$ cat config.mk
export PLATFORM = sky130hd
export DESIGN_NAME = pgprot_mgr
export DESIGN_NICKNAME = d
export VERILOG_FILES = /design/src/rtl/pgprot_pkg.sv /design/src/rtl/pgprot_bits.sv /design/src/rtl/pgprot_busy.sv /design/src/rtl/pgprot_seq.sv /design/src/rtl/pgprot_mgr.sv
export SDC_FILE = /design/constraint.sdc
export NUM_CORES = 1
export LEC_CHECK = 0
export CAP_MARGIN = 20
export CORE_MARGIN = 1.5
export CORE_UTILIZATION = 46
export CTS_CLUSTER_SIZE = 14
export DETAILED_ROUTE_END_ITERATION = 6
export GPL_TIMING_DRIVEN = 1
export HOLD_SLACK_MARGIN = 0.03
export PLACE_DENSITY = 0.75
export SYNTH_ARGS = -nofsm -noshare
export SYNTH_HDL_FRONTEND = slang
export SYNTH_SLANG_ARGS = --single-unit
$ cat constraint.sdc
create_clock -name clk_i -period 3.1 [get_ports clk_i]
set_clock_uncertainty 0.2 [all_clocks]
set_input_delay 0.31 -clock clk_i [delete_from_list [all_inputs] [get_ports clk_i]]
set_output_delay 0.31 -clock clk_i [all_outputs]
set_load 0.005 [all_outputs]
$ cat src/rtl/pgprot_pkg.sv
package pgprot_pkg;
  typedef enum logic [3:0] {
    ST_IDLE, ST_CMD, ST_ADDR, ST_ARMED, ST_RCMD,
    ST_CTRL, ST_VERIFY, ST_PREAD, ST_PASS, ST_DROP
  } seq_st_e;

  localparam logic [1:0] CTL_READ = 2'b00;
  localparam logic [1:0] CTL_LOCK = 2'b01;
  localparam logic [1:0] CTL_FREE = 2'b11;
endpackage

$ cat src/rtl/pgprot_bits.sv
module pgprot_bits #(
  parameter int PAGES = 32,
  localparam int PG_W = $clog2(PAGES)
) (
  input  logic            clk_i,
  input  logic            rst_ni,
  input  logic            wr_en_i,
  input  logic [PG_W-1:0] wr_page_i,
  input  logic            wr_val_i,
  input  logic [PG_W-1:0] rd_page_i,
  output logic            rd_bit_o,
  input  logic [PG_W-1:0] chk_page_i,
  output logic            chk_bit_o
);
  logic [PAGES-1:0] flag_q;

  for (genvar g = 0; g < PAGES; g++) begin : g_flag
    always_ff @(posedge clk_i or negedge rst_ni) begin
      if (!rst_ni)                                      flag_q[g] <= 1'b1;
      else if (wr_en_i && wr_page_i == PG_W'(g))        flag_q[g] <= wr_val_i;
    end
  end

  assign rd_bit_o  = flag_q[rd_page_i];
  assign chk_bit_o = flag_q[chk_page_i];
endmodule

$ cat src/rtl/pgprot_busy.sv
module pgprot_busy #(
  parameter int CYC = 200,
  localparam int CW = $clog2(CYC + 1)
) (
  input  logic clk_i,
  input  logic rst_ni,
  input  logic load_i,
  output logic busy_o
);
  logic [CW-1:0] cnt_q;

  always_ff @(posedge clk_i or negedge rst_ni) begin
    if (!rst_ni)           cnt_q <= '0;
    else if (load_i)       cnt_q <= CW'(CYC);
    else if (cnt_q != '0)  cnt_q <= cnt_q - 1'b1;
  end

  assign busy_o = (cnt_q != '0);
endmodule

$ cat src/rtl/pgprot_seq.sv
module pgprot_seq import pgprot_pkg::*; #(
  parameter int PG_W = 5,
  parameter int IDX_W = 4,
  parameter logic [3:0] DEV_ID = 4'b1010,
  localparam int AW = PG_W + IDX_W
) (
  input  logic            clk_i,
  input  logic            rst_ni,
  input  logic            start_i,
  input  logic            stop_i,
  input  logic            byte_valid_i,
  input  logic [7:0]      byte_i,
  input  logic            mack_valid_i,
  input  logic            mack_i,
  input  logic            busy_i,
  input  logic [7:0]      mem_rdata_i,
  output logic            ack_valid_o,
  output logic            ack_o,
  output logic [AW-1:0]   mem_addr_o,
  output logic            rd_active_o,
  output logic [PG_W-1:0] rd_page_o,
  output logic            commit_o,
  output logic [PG_W-1:0] commit_page_o,
  output logic            commit_val_o,
  output logic            ptr_load_o,
  output logic [AW-1:0]   ptr_o
);
  seq_st_e          st_q, st_d;
  logic [7:0]       cmd_q;
  logic [PG_W-1:0]  page_q, rd_page_q;
  logic [IDX_W:0]   cnt_q;
  logic             ok_q, free_q;
  logic             ack_valid_q, ack_q, load_q;
  logic [AW-1:0]    ptr_q;

  logic             ack_d, cmd_ld, addr_ld, vfy_init, vfy_step, rd_init, rd_step;
  logic [AW-1:0]    full_addr;
  logic             vfy_match;

  assign full_addr = AW'({cmd_q[1], byte_i});
  // sticky: once a byte fails, nothing later can match
  assign vfy_match = ok_q && !cnt_q[IDX_W] && (byte_i == mem_rdata_i);

  always_comb begin
    st_d     = st_q;
    ack_d    = 1'b0;
    cmd_ld   = 1'b0;
    addr_ld  = 1'b0;
    vfy_init = 1'b0;
    vfy_step = 1'b0;
    rd_init  = 1'b0;
    rd_step  = 1'b0;
    if (stop_i) begin
      st_d = ST_IDLE;
    end else if (start_i) begin
      st_d = (st_q == ST_ARMED) ? ST_RCMD : ST_CMD;
    end else if (byte_valid_i) begin
      unique case (st_q)
        ST_CMD, ST_RCMD: begin
          if (st_q == ST_RCMD && byte_i == cmd_q && !busy_i) begin
            ack_d = 1'b1;
            st_d  = ST_CTRL;
          end else if (byte_i[7:4] != DEV_ID || busy_i) begin
            st_d = ST_DROP;
          end else if (byte_i[0]) begin
            ack_d = 1'b1;
            st_d  = ST_PASS;
          end else begin
            ack_d  = 1'b1;
            cmd_ld = 1'b1;
            st_d   = ST_ADDR;
          end
        end
        ST_ADDR: begin
          ack_d   = 1'b1;
          addr_ld = 1'b1;
          st_d    = (full_addr[IDX_W-1:0] == '0) ? ST_ARMED : ST_PASS;
        end
        ST_ARMED, ST_PASS: begin
          ack_d = 1'b1;
          st_d  = ST_PASS;
        end
        ST_CTRL: begin
          unique case (byte_i[1:0])
            CTL_READ: begin
              ack_d   = 1'b1;
              rd_init = 1'b1;
              st_d    = ST_PREAD;
            end
            CTL_LOCK, CTL_FREE: begin
              ack_d    = 1'b1;
              vfy_init = 1'b1;
              st_d     = ST_VERIFY;
            end
            default: st_d = ST_DROP;
          endcase
        end
        ST_VERIFY: begin
          ack_d    = vfy_match;
          vfy_step = 1'b1;
        end
        default: ack_d = 1'b0;
      endcase
    end else if (st_q == ST_PREAD && mack_valid_i) begin
      if (mack_i) rd_step = 1'b1;
      else        st_d    = ST_DROP;
    end
  end

  assign commit_o = stop_i && (st_q == ST_VERIFY) && cnt_q[IDX_W] && ok_q;

  always_ff @(posedge clk_i or negedge rst_ni) begin
    if (!rst_ni) begin
      st_q        <= ST_IDLE;
      cmd_q       <= '0;
      page_q      <= '0;
      rd_page_q   <= '0;
      cnt_q       <= '0;
      ok_q        <= 1'b0;
      free_q      <= 1'b0;
      ack_valid_q <= 1'b0;
      ack_q       <= 1'b0;
      load_q      <= 1'b0;
      ptr_q       <= '0;
    end else begin
      st_q        <= st_d;
      ack_valid_q <= byte_valid_i;
      ack_q       <= ack_d;
      load_q      <= commit_o;
      if (cmd_ld)  cmd_q  <= byte_i;
      if (addr_ld) page_q <= full_addr[AW-1:IDX_W];
      if (vfy_init) begin
        cnt_q  <= '0;
        ok_q   <= 1'b1;
        free_q <= byte_i[1];
      end else if (vfy_step) begin
        ok_q <= vfy_match;
        if (!cnt_q[IDX_W]) cnt_q <= cnt_q + 1'b1;
      end
      if (rd_init)      rd_page_q <= page_q;
      else if (rd_step) rd_page_q <= rd_page_q + 1'b1;
      if (commit_o)     ptr_q <= {page_q, {IDX_W{1'b1}}};
    end
  end

  assign ack_valid_o   = ack_valid_q;
  assign ack_o         = ack_q;
  assign mem_addr_o    = {page_q, cnt_q[IDX_W-1:0]};
  assign rd_active_o   = (st_q == ST_PREAD);
  assign rd_page_o     = rd_page_q;
  assign commit_page_o = page_q;
  assign commit_val_o  = free_q;
  assign ptr_load_o    = load_q;
  assign ptr_o         = ptr_q;
endmodule

$ cat src/rtl/pgprot_mgr.sv
module pgprot_mgr #(
  parameter int PAGES = 32,
  parameter int PAGE_BYTES = 16,
  parameter int BUSY_CYC = 200,
  parameter logic [3:0] DEV_ID = 4'b1010,
  localparam int PG_W = $clog2(PAGES),
  localparam int IDX_W = $clog2(PAGE_BYTES),
  localparam int AW = PG_W + IDX_W
) (
  input  logic            clk_i,
  input  logic            rst_ni,
  input  logic            start_i,
  input  logic            stop_i,
  input  logic            byte_valid_i,
  input  logic [7:0]      byte_i,
  output logic            ack_valid_o,
  output logic            ack_o,
  output logic [AW-1:0]   mem_addr_o,
  input  logic [7:0]      mem_rdata_i,
  output logic            prd_active_o,
  output logic [7:0]      tx_byte_o,
  input  logic            mack_valid_i,
  input  logic            mack_i,
  input  logic [PG_W-1:0] chk_page_i,
  output logic            page_wr_ok_o,
  output logic            busy_o,
  output logic            ptr_load_o,
  output logic [AW-1:0]   ptr_o
);
  logic            commit;
  logic [PG_W-1:0] commit_page, rd_page;
  logic            commit_val, rd_bit;

  pgprot_seq #(.PG_W(PG_W), .IDX_W(IDX_W), .DEV_ID(DEV_ID)) u_seq (
    .clk_i, .rst_ni, .start_i, .stop_i, .byte_valid_i, .byte_i,
    .mack_valid_i, .mack_i,
    .busy_i        (busy_o),
    .mem_rdata_i,
    .ack_valid_o, .ack_o, .mem_addr_o,
    .rd_active_o   (prd_active_o),
    .rd_page_o     (rd_page),
    .commit_o      (commit),
    .commit_page_o (commit_page),
    .commit_val_o  (commit_val),
    .ptr_load_o, .ptr_o
  );

  pgprot_bits #(.PAGES(PAGES)) u_bits (
    .clk_i, .rst_ni,
    .wr_en_i    (commit),
    .wr_page_i  (commit_page),
    .wr_val_i   (commit_val),
    .rd_page_i  (rd_page),
    .rd_bit_o   (rd_bit),
    .chk_page_i,
    .chk_bit_o  (page_wr_ok_o)
  );

  pgprot_busy #(.CYC(BUSY_CYC)) u_busy (
    .clk_i, .rst_ni,
    .load_i (commit),
    .busy_o
  );

  assign tx_byte_o = {rd_bit, 7'h7f};
endmodule

# Word level (Yosys, flattened, before mapping)

Index checks and enable logic that the tools add are counted.

Equal/unequal tests: 47
Muxes and demuxes: 62
Order comparisons: 2
Reductions and logical operators: 58
Add/sub/neg operators: 3

Operators with widths:

| kind                                                       | count |
|---|---|
| equality test 5 bit, second input constant                 | 16 |
| equality test 5 x 4 -> 1 bit, second input constant        | 8 |
| logical AND 1 bit                                          | 40 |
| two-way mux 1 bit                                          | 40 |
| two-way mux 4 bit                                          | 9 |
| two-way mux 5 bit                                          | 5 |
| equality test 5 x 3 -> 1 bit, second input constant        | 4 |
| equality test 4 x 3 -> 1 bit, second input constant        | 4 |
| equality test 8 bit                                        | 2 |
| two-way mux 8 bit                                          | 2 |
| case mux 4 bit (4 select lines)                            | 1 |
| less-than comparator 5 x 6 -> 1 bit, second input constant | 2 |
| adder 5 x 1 -> 5 bit, second input constant                | 2 |
| binary-select mux 1 bit (select 5 bit)                     | 2 |
| equality test 5 x 2 -> 1 bit, second input constant        | 2 |
| equality test 4 x 2 -> 1 bit, second input constant        | 2 |
| != test 4 bit, second input constant                       | 2 |
| case mux 4 bit (2 select lines)                            | 1 |
| nonzero test 8 bit                                         | 1 |
| subtractor 8 x 1 -> 8 bit, second input constant           | 1 |
| != test 7 x 3 -> 1 bit, second input constant              | 1 |
| nonzero test 2 bit                                         | 3 |
| OR reduction 2 bit                                         | 3 |
| OR reduction 3 bit                                         | 2 |
| 16 further kinds                                           | 17 |

Flip-flop bits (word level): 81
Logic and storage cells: 217
Output and inout port bits: 32
Input bits: 28

# Logic depth before layout (Yosys ltp)

Word-level depth: 9
Mapped depth: 7
Depth with buffers taken out: 6

# By module

Synthesis repeated with hierarchy kept, for this count alone.

Cell total of the unflattened synthesis: 470
Area total of the unflattened synthesis: 4869.7 sq um

Modules (own cells, without submodules):

| module      | sequential area each (sq um) | instances | cells each | area each (sq um) |
|---|---|---|---|---|
| pgprot_seq  | 950.9                        | 1         | 213        | 2223.4 |
| pgprot_bits | 840.8                        | 1         | 200        | 2109.5 |
| pgprot_busy | 200.2                        | 1         | 48         | 473.0 |
| pgprot_mgr  | 0.0                          | 1         | 9          | 63.8 |

# Least setup slack after synthesis

Ideal clock, no wire load.

Path kind: reg-to-reg
Start point: register u_busy.cnt_q[3]
End point: register u_seq.cmd_q[1]
Period minus slack after synthesis: 2.890 ns
Library setup time: 0.125 ns
Path slack: 0.210 ns
Arrival: 2.565 ns
Data required time: 2.775 ns
Stages on the path, launching flop included: 7
Path buffers: 1
Cells stage by stage: dfrtp_1 or4_4 or4b_4 or2_0 or4b_1 buf_2 mux2_4

Cells in the longest elaborated chain, start to end: 8
Elaborated cells on any way between the ends: 10
Those cells by class: mux: 6; reduce/logical: 4

Ends and longest elaborated chain:

| item                                                          | line                               | RTL |
|---|---|---|
| start: declaration                                            | pgprot_busy.sv:10                  | `logic [CW-1:0] cnt_q;` |
| start signal: assignment                                      | pgprot_busy.sv:14                  | `else if (load_i) cnt_q <= CW'(CYC);` |
| start signal: assignment                                      | pgprot_busy.sv:15                  | `else if (cnt_q != '0) cnt_q <= cnt_q - 1'b1;` |
| nonzero test 8 bit (*)                                        | pgprot_busy.sv:18                  | `assign busy_o = (cnt_q != '0);` |
| logical OR 1 bit / logical NOT 1 bit (equally long branches)  | pgprot_seq.sv:63, pgprot_seq.sv:60 |  |
| two-way mux 1 bit / logical AND 1 bit (equally long branches) | pgprot_seq.sv:63, pgprot_seq.sv:60 |  |
| two-way mux 1 bit (*)                                         | pgprot_seq.sv:60                   | `if (st_q == ST_RCMD && byte_i == cmd_q && !busy_i) begin` |
| two-way mux 1 bit (*)                                         | pgprot_seq.sv:58                   | `unique case (st_q)` |
| two-way mux 1 bit (*)                                         | pgprot_seq.sv:57                   | `end else if (byte_valid_i) begin` |
| two-way mux 1 bit (*)                                         | pgprot_seq.sv:55                   | `end else if (start_i) begin` |
| two-way mux 1 bit (*)                                         | pgprot_seq.sv:53                   | `if (stop_i) begin` |
| end signal: assignment                                        | pgprot_seq.sv:130                  | `if (cmd_ld) cmd_q <= byte_i;` |
| end: declaration                                              | pgprot_seq.sv:29                   | `logic [7:0] cmd_q;` |

Mark *: on every way between the ends. The rest lies on a longest branch, timed or not.
A chain may end at the register's enable or synchronous reset.

# Worst setup path after layout

Start point: register u_busy.cnt_q[3]
End point: output port busy_o

Cells in the longest elaborated chain, start to end: 1

Ends and longest elaborated chain:

| item               | line              | RTL |
|---|---|---|
| nonzero test 8 bit | pgprot_busy.sv:18 |  |
| end: declaration   | pgprot_mgr.sv:26  | `output logic busy_o,` |

Every way passes these cells.

==> results <==
- The number of buffers added by the clock tree synthesis step is 9.
- The run finished with clean final reports.
- The number of DRC markers in iteration 0 is around 150.
- The total routed wirelength is 10.1 mm.
- Derived from the worst setup path, the maximum achievable clock frequency is 0.332 GHz.
- The number of flops mapped to enable cells by yosys is 0.
- The number of global-route vias before repair was between 3000 and 4000.
- The antenna diode count is 0.
- The clock slew seen by the registers of the worst setup and hold paths is around 0.08 ns.
- The number of clock sinks is 78.
- The remaining antenna violation count is 0.
- In the final layout, the share of cells above drive strength 1 is 30.4%.
- The critical-path maximum fanout is 12.
- The floorplan step defined a core boundary enclosing roughly 0.0097 sq mm.
- The area enclosed by the die boundary is roughly 0.011 sq mm.
- The worst pin sits at a relative slew slack of 39.9%.
- Counting distinct cell types in the post-synthesis netlist gives between 50 and 60.
- The count of port buffers added during placement is 52.
- The maximum number of pins on one net before global-route repair is 46.
- The critical path contains buffers and inverters numbering 2 combined.
- In the post-route analysis, the smallest setup slack over all paths is ~0.090 ns.
- The part of the cycle the worst path needs is 97.1%.
- In the global route stage, overall resource usage came out at 20.8%.
- The estimated wirelength of the detail-placed design is ~7.4 mm.
- The average vias per placed instance is between 5 and 6.
- Clock tree synthesis selected as its root buffer the cell sky130_fd_sc_hd__clkbuf_8.
- In the layout the commonest cells are 48 x sky130_fd_sc_hd__nand2_1, 48 x sky130_fd_sc_hd__clkdlybuf4s50_1, 45 x sky130_fd_sc_hd__dfrtp_1.
- Max-cap violations in this run came to 0.
- The total DRC errors in the routed layout is 0.
- The area after detailed placement is 0.00524 sq mm.
- After technology mapping, the gate count stands at 412.
- The initial antenna violation count was 0.
- The floorplan row count is 36.
- The worst setup path is launched from a flop.
- After detailed routing, the average wire length per cell comes to 16.7 um.
- The count of pins over their slew limit is 0.
- The power density normalized to cell area is 354 mW/mm^2.
- The initial utilization of the core area, before any placement, comes to between 40% and 50%.
- Setup repair after global routing left no endpoint under its margin.
- The worst setup timing slack at the placement stage is -0.0542 ns.
- The TritonCTS clock tree is yes.
- The number of H-tree levels is 3.
- The total via count in the routed design is 3362.
- The largest stage delay on the critical path is 0.56 ns.
- The flip-flop and latch count after synthesis is 78.
- The first detailed-routing pass ran for 4 iterations.
- The first-pass GRT wire length is 16.7 mm.
- The area of all placed cells without fillers is 0.00549 sq mm.
- The total negative slack is 0 ns.
- The data required time of the worst path is 2.59 ns.
- The worst setup path is captured at an output port.
- The area growth from synthesis to layout is 20.7%.
- The highest-delay cell along the critical path is sky130_fd_sc_hd__or4_4.
- Among cell families on the critical path, the largest total delay comes from simple AND/OR/NAND/NOR gates.
- Sequential cells were found to cover between 40 and 50% of the synthesized design area.
- The time the final worst path needs with I/O delays and setup is 3.01 ns.
- The total count of hold-check failures in the final report was 0.
- Across all register-to-register paths, the minimum setup slack is about 0.12 ns.
- The path class of the tightest hold or removal check is flop to flop.
- The final layout contains between 500 and 600 nets.
- The average instance in the mapped netlist occupies between 10 and 15 sq um.
- Summed over all layers, the global routing overflow is 0.
- Among all flip-flop cells after synthesis, the most frequent one is sky130_fd_sc_hd__dfrtp_1.
- The cell area that synthesis handed to floorplanning was between 0.004 and 0.005 sq mm.
- The clock latency on the worst-skew pair is ~0.35 ns.
- The setup violation total in the final timing report is 0.
- The number of top-level pins is 60.
- The worst supply voltage drop on vdd is approximately 190 uV.
- Traced cell by cell, the critical path runs through or4_4 -> or4b_4 -> buf_4 -> clkdlybuf4s50_1.
- The die width is 102 um.
- The height of the die is about 100 um.
- The actual transition at the worst max-transition pin is 0.901 ns.
- For this run, the number of Yosys warnings is 0.
- The path type of the worst setup path is flop to output port.
- The routability-driven placement congestion ratio is 0.910.
- The share of synthesized flip-flops with an asynchronous set or reset is 100%.
- The buffer levels on the longest clock path is 2.
- The data arrival time of the worst path is 2.50 ns.
- In this run the static leakage power is 2.23 nW.
[synth_stat cells, types with 2 or more instances]
cell type | count | area [sq um]
sky130_fd_sc_hd__dfrtp_1 | 46 | 1150
sky130_fd_sc_hd__a21o_1 | 2 | 15.0
sky130_fd_sc_hd__dfstp_2 | 32 | 841
sky130_fd_sc_hd__nand4b_1 | 2 | 17.5
sky130_fd_sc_hd__and3_1 | 2 | 12.5
sky130_fd_sc_hd__xor2_1 | 16 | 140
sky130_fd_sc_hd__o311ai_0 | 2 | 17.5
sky130_fd_sc_hd__nand3b_1 | 9 | 67.6
sky130_fd_sc_hd__buf_2 | 2 | 10.0
sky130_fd_sc_hd__nor2_1 | 39 | 146
sky130_fd_sc_hd__o211ai_1 | 3 | 22.5
sky130_fd_sc_hd__nor3_1 | 8 | 40.0
sky130_fd_sc_hd__mux4_2 | 20 | 450
sky130_fd_sc_hd__mux2_2 | 41 | 462
sky130_fd_sc_hd__nor2b_1 | 2 | 12.5
sky130_fd_sc_hd__buf_4 | 15 | 113
sky130_fd_sc_hd__o21ai_0 | 6 | 30.0
sky130_fd_sc_hd__nor4_1 | 7 | 43.8
sky130_fd_sc_hd__nand4_1 | 6 | 37.5
sky130_fd_sc_hd__ha_1 | 4 | 50.1
sky130_fd_sc_hd__a221o_1 | 2 | 20.0
sky130_fd_sc_hd__nand2_1 | 48 | 180
sky130_fd_sc_hd__nor4b_1 | 2 | 17.5
sky130_fd_sc_hd__clkbuf_1 | 18 | 67.6
sky130_fd_sc_hd__xnor2_1 | 10 | 87.6
sky130_fd_sc_hd__and2_1 | 3 | 18.8
sky130_fd_sc_hd__o2bb2ai_1 | 2 | 17.5
sky130_fd_sc_hd__a21oi_1 | 3 | 15.0
sky130_fd_sc_hd__or3_1 | 2 | 12.5
sky130_fd_sc_hd__nand3_1 | 7 | 35.0
sky130_fd_sc_hd__buf_1 | 2 | 7.51
sky130_fd_sc_hd__nor3b_1 | 9 | 67.6
sky130_fd_sc_hd__inv_1 | 6 | 22.5
sky130_fd_sc_hd__nand2b_1 | 6 | 37.5
sky130_fd_sc_hd__o31ai_1 | 2 | 15.0
sky130_fd_sc_hd__mux2_4 | 3 | 45.0
[cell type report]
cell class | count | area (sq um)
clock buffer | 9 | 124
clock inverter | 7 | 72.6
fill | 837 | 4190
inverter | 6 | 22.5
multi-input combinational | 297 | 2370
sequential | 78 | 1990
tap | 133 | 166
timing repair buffer | 77 | 742
[sequential cells by signal, summed over array words and instances, names as in the netlist, 4 cells and up]
| signal | cells |
|---|---|
| u_bits.flag_q | 32 |
| u_busy.cnt_q | 8 |
| u_seq.cmd_q | 8 |
| u_seq.cnt_q | 5 |
| u_seq.commit_page_o | 5 |
| u_seq.ptr_o | 6 |
| u_seq.rd_page_o | 5 |
| u_seq.st_q | 4 |
[path summary, 6_finish.rpt]
check                                            startpoint                             to  depth (start not counted)
worst min register to register   u_seq.ptr_o[6]$_DFFE_PN0P_     u_seq.ptr_o[6]$_DFFE_PN0P_                          2
max in group asynchronous                            rst_ni  u_bits.flag_q[23]$_DFFE_PN1P_                          3
worst min-delay path             u_seq.ptr_o[6]$_DFFE_PN0P_     u_seq.ptr_o[6]$_DFFE_PN0P_                          2
worst max register to register  u_busy.cnt_q[3]$_DFFE_PN0P_      u_seq.st_q[2]$_DFFE_PN0P_                          6
worst max-delay path            u_busy.cnt_q[3]$_DFFE_PN0P_                         busy_o                          4
min in group asynchronous                            rst_ni     u_seq.ptr_o[3]$_DFFE_PN0P_                          2
[metal layers]
metal	track usage (%)	vias to the layer above	share of wire, %
met5	0	-	0
met4	6.53	0	1.6
met3	4.45	13	5.2
met2	34.0	93	49
met1	27.9	1669	44
li1	-	1587	-
[kinds of logic after synthesis]
kind of cell,share of synthesized area [%]
AO/OA/AOI/OAI,4.98
XOR/XNOR,5.00
adder cells (fa/ha/maj),1.10
buffers and inverters,4.84
flip-flops,43.8
multiplexers,21.0
other,0.0824
AND/OR/NAND/NOR,19.2
[timing repair]
action / CTS / global route
buffers inserted: 1 / 0
endpoints found under the setup margin: 2 / 5
resized for setup: 4 / 4
hold endpoints to repair: 20 / 0
hold buffers: 1 / 0
[through the flow]
| stage | cells | power, W | hold WS (ns) | utilization [%] |
|---|---|---|---|---|
| after global placement | 589 | 0.00119 | 0.219 | 54.1 |
| after global routing | 607 | 0.00201 | 0.324 | 56.7 |
| after CTS | 607 | 0.00196 | 0.296 | 56.6 |
| after floorplan | 418 | 0.00111 | -0.186 | - |
| final | 607 | 0.00194 | 0.289 | 56.7 |
| after detailed placement | 589 | 0.00119 | 0.228 | 54.1 |
[where the power goes]
| group | internal, W | switching [W] | leakage [nW] |
|---|---|---|---|
| sequential | 0.00102 | 0.00000754 | 0.941 |
| combinational | 0.0000724 | 0.0000737 | 1.19 |
| clock | 0.000375 | 0.000391 | 0.0976 |
| total | 0.00147 | 0.000473 | 2.23 |
[worst min-delay path, stage by stage (launching register included)]
cell,delay [ns]
sky130_fd_sc_hd__dfrtp_1,0.36
sky130_fd_sc_hd__nand2_1,0.05
sky130_fd_sc_hd__nand2_1,0.05
(Power assumes the default switching activity.)
